`config.mk`:
```
export PLATFORM = sky130hd
export DESIGN_NAME = turbo_r2_encoder
export DESIGN_NICKNAME = d
export VERILOG_FILES = /design/src/rtl/tenc_pkg.sv /design/src/rtl/tenc_frame_store.sv /design/src/rtl/tenc_ilv.sv /design/src/rtl/tenc_rsc.sv /design/src/rtl/turbo_r2_encoder.sv
export SDC_FILE = /design/constraint.sdc
export NUM_CORES = 2
export LEC_CHECK = 0
export ABC_AREA = 0
export BUFFER_PORTS_ARGS = -buffer_cell sky130_fd_sc_hd__buf_2
export CORE_MARGIN = 4
export CORE_UTILIZATION = 40
export CTS_CLUSTER_DIAMETER = 50
export CTS_CLUSTER_SIZE = 10
export DETAILED_ROUTE_END_ITERATION = 6
export PLACE_DENSITY_LB_ADDON = 0.1
export RECOVER_POWER = 100
export SLEW_MARGIN = 20
export SYNTH_ARGS = -nofsm -noshare
export SYNTH_HDL_FRONTEND = slang
export SYNTH_SLANG_ARGS = --single-unit
```
`constraint.sdc`:
```
create_clock -name clk -period 13.73 [get_ports clk]
set_clock_uncertainty 0.15 [all_clocks]
set_input_delay 4.119 -clock clk [delete_from_list [all_inputs] [get_ports clk]]
set_output_delay 4.119 -clock clk [all_outputs]
set_load 0.05 [all_outputs]
```
`src/rtl/tenc_pkg.sv`:
```
package tenc_pkg;
    localparam int FRAME_LEN = 1784;
    localparam int ILV_MULT  = 13;
    localparam int MEM       = 4;
    localparam int TAIL      = MEM;
    localparam int IDX_W     = $clog2(FRAME_LEN + TAIL);

    // bit 0 = s1 (newest) ... bit 3 = s4 (oldest)
    typedef logic [MEM-1:0] rsc_state_t;
    localparam rsc_state_t FB_TAPS  = 4'b1100;  // s3, s4
    localparam rsc_state_t PAR_TAPS = 4'b1101;  // s1, s3, s4

    typedef enum logic {ST_LOAD, ST_CODE} mode_e;

    typedef struct packed {
        logic       sys;
        logic       par;
        rsc_state_t nxt;
    } rsc_step_t;

    function automatic rsc_step_t rsc_step(rsc_state_t s, logic u, logic term);
        rsc_step_t r;
        logic uu, fb;
        uu    = term ? ^(s & FB_TAPS) : u;
        fb    = uu ^ (^(s & FB_TAPS));
        r.sys = uu;
        r.par = fb ^ (^(s & PAR_TAPS));
        r.nxt = {s[MEM-2:0], fb};
        return r;
    endfunction
endpackage

```
`src/rtl/tenc_frame_store.sv`:
```
module tenc_frame_store #(
    parameter int LEN = tenc_pkg::FRAME_LEN,
    parameter int W   = tenc_pkg::IDX_W
) (
    input  logic         clk,
    input  logic         we,
    input  logic [W-1:0] wa,
    input  logic         wd,
    input  logic [W-1:0] ra,
    input  logic [W-1:0] rb,
    output logic         da,
    output logic         db
);
    logic [LEN-1:0] mem;

    always_ff @(posedge clk) begin
        if (we) mem[wa] <= wd;
    end

    // Port A also walks the tail steps, whose indices exceed the frame.
    assign da = (ra < W'(LEN)) ? mem[ra] : 1'b0;
    assign db = (rb < W'(LEN)) ? mem[rb] : 1'b0;
endmodule

```
`src/rtl/tenc_ilv.sv`:
```
module tenc_ilv #(
    parameter int LEN  = tenc_pkg::FRAME_LEN,
    parameter int MULT = tenc_pkg::ILV_MULT,
    parameter int W    = tenc_pkg::IDX_W
) (
    input  logic         clk,
    input  logic         rst,
    input  logic         clr,
    input  logic         adv,
    output logic [W-1:0] addr
);
    // Incremental form of (MULT*i) mod LEN; needs MULT < LEN.
    logic [W:0] sum;
    assign sum = {1'b0, addr} + (W+1)'(MULT);

    always_ff @(posedge clk) begin
        if (rst || clr)
            addr <= '0;
        else if (adv)
            addr <= (sum >= (W+1)'(LEN)) ? W'(sum - (W+1)'(LEN)) : W'(sum);
    end
endmodule

```
`src/rtl/tenc_rsc.sv`:
```
module tenc_rsc
    import tenc_pkg::*;
(
    input  logic       clk,
    input  logic       rst,
    input  logic       clr,
    input  logic       adv,
    input  logic       term,
    input  logic       u,
    output logic       sys,
    output logic       par,
    output rsc_state_t st
);
    rsc_step_t r;
    assign r   = rsc_step(st, u, term);
    assign sys = r.sys;
    assign par = r.par;

    always_ff @(posedge clk) begin
        if (rst || clr)
            st <= '0;
        else if (adv)
            st <= r.nxt;
    end
endmodule

```
`src/rtl/turbo_r2_encoder.sv`:
```
module turbo_r2_encoder
    import tenc_pkg::*;
#(
    parameter int LEN  = FRAME_LEN,
    parameter int MULT = ILV_MULT
) (
    input  logic clk,
    input  logic rst,
    input  logic in_valid,
    input  logic in_sof,
    input  logic in_bit,
    output logic in_ready,
    output logic out_valid,
    output logic out_bit,
    output logic out_eof
);
    localparam int W = $clog2(LEN + TAIL);

    mode_e      mode;
    logic [W-1:0] wr_idx, wr_addr, step, addr_b;
    logic [1:0] ph;
    logic       take, start, adv, in_tail, last_step;
    logic       bit_a, bit_b, sys_a, par_a, sys_b, par_b;
    rsc_state_t sta_a, sta_b;

    assign in_ready  = (mode == ST_LOAD);
    assign take      = in_valid && in_ready;
    assign wr_addr   = in_sof ? '0 : wr_idx;
    assign start     = take && (wr_addr == W'(LEN - 1));
    assign adv       = (mode == ST_CODE) && ph[0];
    assign in_tail   = (step >= W'(LEN));
    assign last_step = (step == W'(LEN + TAIL - 1));

    always_ff @(posedge clk) begin
        if (rst) begin
            mode   <= ST_LOAD;
            wr_idx <= '0;
            step   <= '0;
            ph     <= '0;
        end else if (mode == ST_LOAD) begin
            if (start) begin
                mode   <= ST_CODE;
                wr_idx <= '0;
                step   <= '0;
                ph     <= '0;
            end else if (take) begin
                wr_idx <= wr_addr + W'(1);
            end
        end else begin
            ph <= ph + 2'd1;
            if (ph[0]) begin
                if (last_step) begin
                    mode <= ST_LOAD;
                    step <= '0;
                    ph   <= '0;
                end else begin
                    step <= step + W'(1);
                end
            end
        end
    end

    tenc_frame_store #(.LEN(LEN), .W(W)) u_store (
        .clk(clk), .we(take), .wa(wr_addr), .wd(in_bit),
        .ra(step), .rb(addr_b), .da(bit_a), .db(bit_b)
    );

    tenc_ilv #(.LEN(LEN), .MULT(MULT), .W(W)) u_ilv (
        .clk(clk), .rst(rst), .clr(start), .adv(adv), .addr(addr_b)
    );

    tenc_rsc u_enc_a (
        .clk(clk), .rst(rst), .clr(start), .adv(adv), .term(in_tail),
        .u(bit_a), .sys(sys_a), .par(par_a), .st(sta_a)
    );

    tenc_rsc u_enc_b (
        .clk(clk), .rst(rst), .clr(start), .adv(adv), .term(in_tail),
        .u(bit_b), .sys(sys_b), .par(par_b), .st(sta_b)
    );

    // Puncturing: phase 0/2 systematic, 1 parity A, 3 parity B.
    always_comb begin
        out_valid = (mode == ST_CODE);
        out_eof   = out_valid && ph[0] && last_step;
        if (!out_valid)
            out_bit = 1'b0;
        else if (!ph[0])
            out_bit = sys_a;
        else
            out_bit = ph[1] ? par_b : par_a;
    end

    logic unused_sys_b;
    assign unused_sys_b = sys_b;
endmodule

```
# == Word level (Yosys, flattened, before mapping) ==
# Cells that the tools add are included.
# op_classes
n_addsub,5
order_cmp,8
n_bitwise,5
n_eq_ne,3
n_reduce_logical,14
muxes,30
# ops
cell,count
1784-bit bitwise mux,1
11-bit 2-to-1 mux,8
11-bit by 12-bit less-than comparator with 1-bit output (second input constant),3
11-bit by 1-bit adder with 11-bit output (second input constant),2
1-bit binary-select mux with 11-bit select,2
11-bit equality test (second input constant),2
11-bit less-than comparator (second input constant),2
4-bit parity,4
1-bit 2-to-1 mux,14
11-bit by 4-bit adder with 12-bit output (second input constant),1
12-bit by 11-bit greater-or-equal comparator with 1-bit output (second input constant),1
1-bit demux with 11-bit select,1
11-bit by 1-bit greater-or-equal comparator with 1-bit output (second input constant),1
11-bit greater-or-equal comparator (second input constant),1
11-bit subtractor (second input constant),1
2-bit 2-to-1 mux,4
1-bit logical AND,5
2-bit AND reduction,2
2-bit nonzero test,2
1-bit XOR,4
2-bit by 1-bit adder with 2-bit output (second input constant),1
2-bit by 1-bit != test with 1-bit output (second input constant),1
1-bit logical OR,1
1-bit inverter,1
# word_totals
reg_bits,1828
output_inout_bits,4

# == Depth between registers and ports, before layout ==
# depth
ltp_word,9
ltp_mapped,17
depth_no_buf,11

# == By module ==
# A second synthesis with hierarchy kept.
# unflattened
hier_cells,6940
hier_area_um2,95058.7
# modules_own_cells
module,area_each_um2,cells_each,seq_area_each_um2,n_inst
tenc_frame_store,91836.8,6562,53571.4,1
turbo_r2_encoder,1561.5,195,500.5,1
tenc_ilv,1244.9,141,220.2,1
tenc_rsc,207.7,21,80.1,2

# == Least setup slack after synthesis ==
# OpenSTA, ideal clock, no wires.
# synth_path
path_kind,register -> output
start,reg u_ilv.addr[0]
end,out out_bit
path_buffers,6
stages_incl_launch_ff,17
arrival_ns,3.663
setup_slack_ns,5.798
path_cell_list,dfxtp_1 buf_2 buf_6 buf_4 buf_4 buf_4 buf_4 nor2_1 a221oi_1 nand2_1 a41oi_1 o21ai_0 a311oi_1 a311oi_1 o21bai_1 a21oi_1 o211ai_1
# synth_between
elab_chain_cells,9
# synth_lines
item,line,rtl
start: declaration,tenc_ilv.sv:10,output logic [W-1:0] addr
start signal: assignment,tenc_ilv.sv:20,addr <= (sum >= (W+1)'(LEN)) ? W'(sum - (W+1)'(LEN)) : W'(sum);
1-bit binary-select mux with 11-bit select,tenc_frame_store.sv:22,assign db = (rb < W'(LEN)) ? mem[rb] : 1'b0;
1-bit 2-to-1 mux (implied by the code),tenc_frame_store.sv:22,
1-bit 2-to-1 mux *,tenc_frame_store.sv:22,
1-bit 2-to-1 mux *,tenc_pkg.sv:24,uu = term ? ^(s & FB_TAPS) : u;
1-bit XOR *,tenc_pkg.sv:25,fb = uu ^ (^(s & FB_TAPS));
1-bit XOR *,tenc_pkg.sv:27,r.par = fb ^ (^(s & PAR_TAPS));
1-bit 2-to-1 mux *,turbo_r2_encoder.sv:91,out_bit = ph[1] ? par_b : par_a;
1-bit 2-to-1 mux *,turbo_r2_encoder.sv:88,else if (!ph[0])
1-bit 2-to-1 mux *,turbo_r2_encoder.sv:86,if (!out_valid)
end: declaration,turbo_r2_encoder.sv:14,"output logic out_bit,"
# Every way passes the cells marked *; elsewhere a longest branch is shown, timed or not. The select of a mux whose other input is x is not followed.

# == Worst setup path in the final report ==
# layout_path
start,reg step[1]
end,out out_bit
# layout_between
elab_chain_cells,9
# layout_lines
item,line,rtl
start: declaration,turbo_r2_encoder.sv:20,"logic [W-1:0] wr_idx, wr_addr, step, addr_b;"
start signal: assignment,turbo_r2_encoder.sv:57,step <= step + W'(1);
1-bit binary-select mux with 11-bit select,tenc_frame_store.sv:21,assign da = (ra < W'(LEN)) ? mem[ra] : 1'b0;
1-bit 2-to-1 mux (implied by the code),tenc_frame_store.sv:21,
1-bit 2-to-1 mux,tenc_frame_store.sv:21,
1-bit 2-to-1 mux,tenc_pkg.sv:24,
1-bit XOR,tenc_pkg.sv:25,
1-bit XOR,tenc_pkg.sv:27,
1-bit 2-to-1 mux,turbo_r2_encoder.sv:91,
1-bit 2-to-1 mux *,turbo_r2_encoder.sv:88,
1-bit 2-to-1 mux *,turbo_r2_encoder.sv:86,
# Marked as above.

==> metrics.txt <==
# TYPE chip_impl_metric gauge
chip_impl_metric{name="grt_antenna_before_repair",unit=""} 32
chip_impl_metric{name="synth_nets",unit=""} 6831
chip_impl_metric{name="edff_count_synth",unit=""} 1784
chip_impl_info{name="postSynth.topFlopCell",value="edfxtp_1"} 1
chip_impl_metric{name="max_slew_margin",unit="%"} -278
chip_impl_metric{name="placeableCoreArea",unit="um2"} 233000
chip_impl_metric{name="floorplan.die_area",unit="um2"} 243000
chip_impl_metric{name="tightest_slew",unit="ns"} 5.67
chip_impl_metric{name="post-synth-top-area-fraction",unit="%"} 56.9
chip_impl_metric{name="clock_tree.buffer_depth",unit=""} 3
chip_impl_metric{name="path_max_fanout",unit=""} 51
chip_impl_info{name="timing.critical_path.to_type",value="primary output"} 1
chip_impl_metric{name="num_rows",unit=""} 177
chip_impl_metric{name="clock.fmax",unit="GHz"} 0.0807
chip_impl_metric{name="drc_viols",unit=""} 3
chip_impl_metric{name="first_global_vias",unit=""} 62800
chip_impl_metric{name="synthesis.area_per_instance",unit="um2"} 13.8
chip_impl_metric{name="maxCapViolations",unit=""} 73
chip_impl_metric{name="total_standard_cell_area_after_synthesis",unit="um2"} 94200
chip_impl_metric{name="drt_iter0_markers",unit=""} 9851
chip_impl_metric{name="route.vias.total",unit=""} 65100
chip_impl_metric{name="power.ir.vdd_worst",unit="mV"} 0.134
chip_impl_metric{name="post_cts_resized",unit=""} 0
chip_impl_metric{name="layout_min_cycle_time",unit="ns"} 12.40
chip_impl_metric{name="cell_area_after_placement",unit="um2"} 97300
chip_impl_metric{name="wire_per_inst",unit="um"} 38.1
chip_impl_metric{name="drive_above_1_share",unit="%"} 21.3
chip_impl_metric{name="yosysWarnings",unit=""} 0
chip_impl_metric{name="hold_buffers",unit=""} 0
chip_impl_metric{name="total_design_power",unit="W"} 0.0123
chip_impl_info{name="synth_largest_area_cell",value="edfxtp_1"} 1
chip_impl_metric{name="hold_slack",unit="ns"} 0.309
chip_impl_metric{name="nets",unit=""} 6569
chip_impl_metric{name="pin_count",unit=""} 9
chip_impl_metric{name="finalInstanceArea",unit="um2"} 104000
chip_impl_metric{name="async_reset_ff_share",unit="%"} 0
chip_impl_metric{name="worstPathRequired",unit="ns"} 9.46
chip_impl_metric{name="crit_arrival",unit="ns"} 8.13
chip_impl_metric{name="largest_net_degree_at_the_start_of_global_routing",unit=""} 227
chip_impl_metric{name="die_y",unit="um"} 493
chip_impl_info{name="layout.cells.most_common",value="nor2_1"} 1
chip_impl_metric{name="floorplan.initialDensity",unit="%"} 40.4
chip_impl_metric{name="p_per_area",unit="nW/um2"} 118
chip_impl_metric{name="synth-seq-area-share",unit="%"} 57.8
chip_impl_metric{name="finalHoldViolCount",unit=""} 0
chip_impl_metric{name="post_layout_nonfiller_instances",unit=""} 9862
chip_impl_metric{name="reg2regPathDepth",unit=""} 7
chip_impl_info{name="clockRootBuffer",value="clkbuf_16"} 1
chip_impl_info{name="outcome",value="complete, but fails checks"} 1
chip_impl_metric{name="clock_insertion_delay_worst_skew",unit="ns"} 0.91
chip_impl_metric{name="post_drt_antenna_nets",unit=""} 0
chip_impl_info{name="worst_hold_path_type",value="reg2reg"} 1
chip_impl_metric{name="numCtsBuffers",unit=""} 238
chip_impl_metric{name="cts.htree.levels",unit=""} 4
chip_impl_metric{name="globalRouteMet3Util",unit="%"} 7.27
chip_impl_metric{name="dpl.cell_count",unit=""} 9447
chip_impl_info{name="rsz_0062_raised_after_global_routing",value="no"} 1
chip_impl_info{name="failed_checks",value="design-rule violations, max-capacitance violations, max-slew violations"} 1
chip_impl_info{name="gr-max-usage-layer",value="met2"} 1
chip_impl_metric{name="grt_first_pass_wirelength",unit="mm"} 518
chip_impl_metric{name="met1_usage",unit="%"} 41.5
chip_impl_metric{name="grt_use_met2",unit="%"} 46.9
chip_impl_metric{name="globalRouteOverflowTotal",unit=""} 0
chip_impl_metric{name="die_w",unit="um"} 493
chip_impl_metric{name="drt_first_pass_iters",unit=""} 7
chip_impl_metric{name="synthDistinctLibCells",unit=""} 84
chip_impl_metric{name="detailed_place_hpwl",unit="mm"} 217
chip_impl_metric{name="num-fill-cells",unit=""} 21300
chip_impl_metric{name="ys_ff_latch",unit=""} 1828
chip_impl_metric{name="postCtsSetupRepairBufs",unit=""} 0
chip_impl_info{name="worstSetupPathType",value="reg2out"} 1
chip_impl_metric{name="grt_usage",unit="%"} 30.4
chip_impl_metric{name="leakage_power_total",unit="nW"} 29.6
chip_impl_info{name="synth_area_leaders",value="edfxtp_1 (57%), mux4_2 (20%), nor2_1 (7.5%)"} 1
chip_impl_metric{name="worst_setup_hold_path_clk_slew",unit="ns"} 0.05
chip_impl_metric{name="finalSetupViolCount",unit=""} 0
chip_impl_metric{name="place.port_buffers",unit=""} 8
chip_impl_metric{name="post_route_wl",unit="mm"} 375
chip_impl_metric{name="number_of_standard_cells_after_synthesis",unit=""} 6817
chip_impl_metric{name="routed_via_density",unit=""} 6.60
chip_impl_info{name="tritoncts",value="done"} 1
chip_impl_info{name="cp-start-kind",value="register"} 1
chip_impl_metric{name="cts_num_sinks",unit=""} 1828
chip_impl_metric{name="slew_violations",unit=""} 2525
chip_impl_metric{name="timing.final.crit_share",unit="%"} 90.3
chip_impl_metric{name="worst_hold_path_cell_count",unit=""} 2
chip_impl_metric{name="final.setup.tns",unit="ns"} 0
chip_impl_metric{name="synthToLayoutAreaGrowth",unit="%"} 10.7
chip_impl_metric{name="gp_congestion",unit=""} 0.927
chip_impl_info{name="final_cell_mix",value="nor2_1 (1870), edfxtp_1 (1784), mux4_2 (817)"} 1
-- sequential cells by signal, indices dropped and copies added (netlist names) --
register / flops
u_store.mem: 1784
u_ilv.addr: 11
out_valid: 1
u_enc_b.st: 4
step: 11
wr_idx: 11
u_enc_a.st: 4
ph: 2
-- metal layers --
metal	part of all wire [%]	wire length, um
met1	39	147000
met2	46	172000
met3	10	38400
met4	4.7	17800
met5	0.010	39
-- cells by family after synthesis --
group	count (synthesis)	synth area share [%]
simple gates	2453	10.4
xor+xnor	18	0.167
flops	1828	57.8
compound gates	603	4.48
mux	1177	23.5
buf+inv	729	3.52
fa+ha+maj	9	0.120
-- Yosys cell counts (6+ instances only) --
library cell	instances
nand4_1	22
o31ai_1	9
and2_1	14
nand2_1	269
nand3_1	114
mux2i_1	332
buf_6	27
xnor2_1	14
mux2_2	20
clkbuf_1	420
nor2b_1	22
buf_2	107
a21o_1	6
o21ai_0	89
a22o_1	14
a211o_1	7
and3_1	10
o221ai_1	30
a41oi_1	6
a22oi_1	125
o21ai_1	9
o211ai_1	31
a221oi_1	35
or2_2	8
mux4_1	6
a21oi_1	91
or3_1	12
edfxtp_1	1784
a311oi_1	12
buf_4	52
a211oi_1	12
o2111ai_1	10
a31oi_1	20
ha_1	9
nor3_1	47
dfxtp_1	44
nand2b_1	18
nand3b_1	6
nor4_1	10
a2111oi_0	10
inv_1	19
nor2_1	1880
buf_1	97
o22ai_1	43
mux4_2	817
-- where the power goes --
group          leakage [nW]  internal, W  switching, W
combinational          9.57   0.00000872      0.000108
sequential             16.4      0.00613   0.000000328
clock                  3.60      0.00349       0.00253
total                  29.6      0.00962       0.00264
-- path summary, 6_finish.rpt --
check | start | end | slack, ns
setup / recovery | step[1] | out_bit | 1.33
hold / removal | u_enc_b.st[1] | u_enc_b.st[1] | 0.31
setup reg to reg | wr_idx[0] | u_store.mem[1512] | 6.25
hold reg to reg | u_enc_b.st[1] | u_enc_b.st[1] | 0.31
-- area by class of cell --
| type | count | area [um2] | area share (%) |
|---|---|---|---|
| Sequential cell | 1828 | 54500 | 52.2 |
| Multi-Input combinational cell | 4260 | 36700 | 35.2 |
| Clock buffer | 294 | 6240 | 5.98 |
| Tap cell | 3132 | 3920 | 3.76 |
| Timing Repair Buffer | 204 | 1590 | 1.53 |
| Clock inverter | 105 | 1200 | 1.15 |
| Inverter | 23 | 93.8 | 0.0900 |
| Antenna cell | 16 | 40.0 | 0.0384 |
-- critical path, stage by stage (launching register included) --
cell and delay, ns:
dfxtp_4 0.85, clkbuf_2 1.40, mux2i_1 1.07, o221ai_1 0.69
o311ai_1 0.75, o311a_1 0.51, a2111oi_0 0.14, a2111oi_2 0.35
a31oi_1 0.16, mux2_1 0.35, o211ai_1 0.42, buf_2 0.41
-- per-stage QoR --
step           worst slack, ns  util (%)
3_3_place_gp              2.89      41.7
3_5_place_dp              3.24      41.7
6_report                  1.33      44.7
2_1_floorplan             5.80         -
5_1_grt                   1.19      44.7
4_1_cts                   2.25      44.9
(Power assumes the default switching activity.)
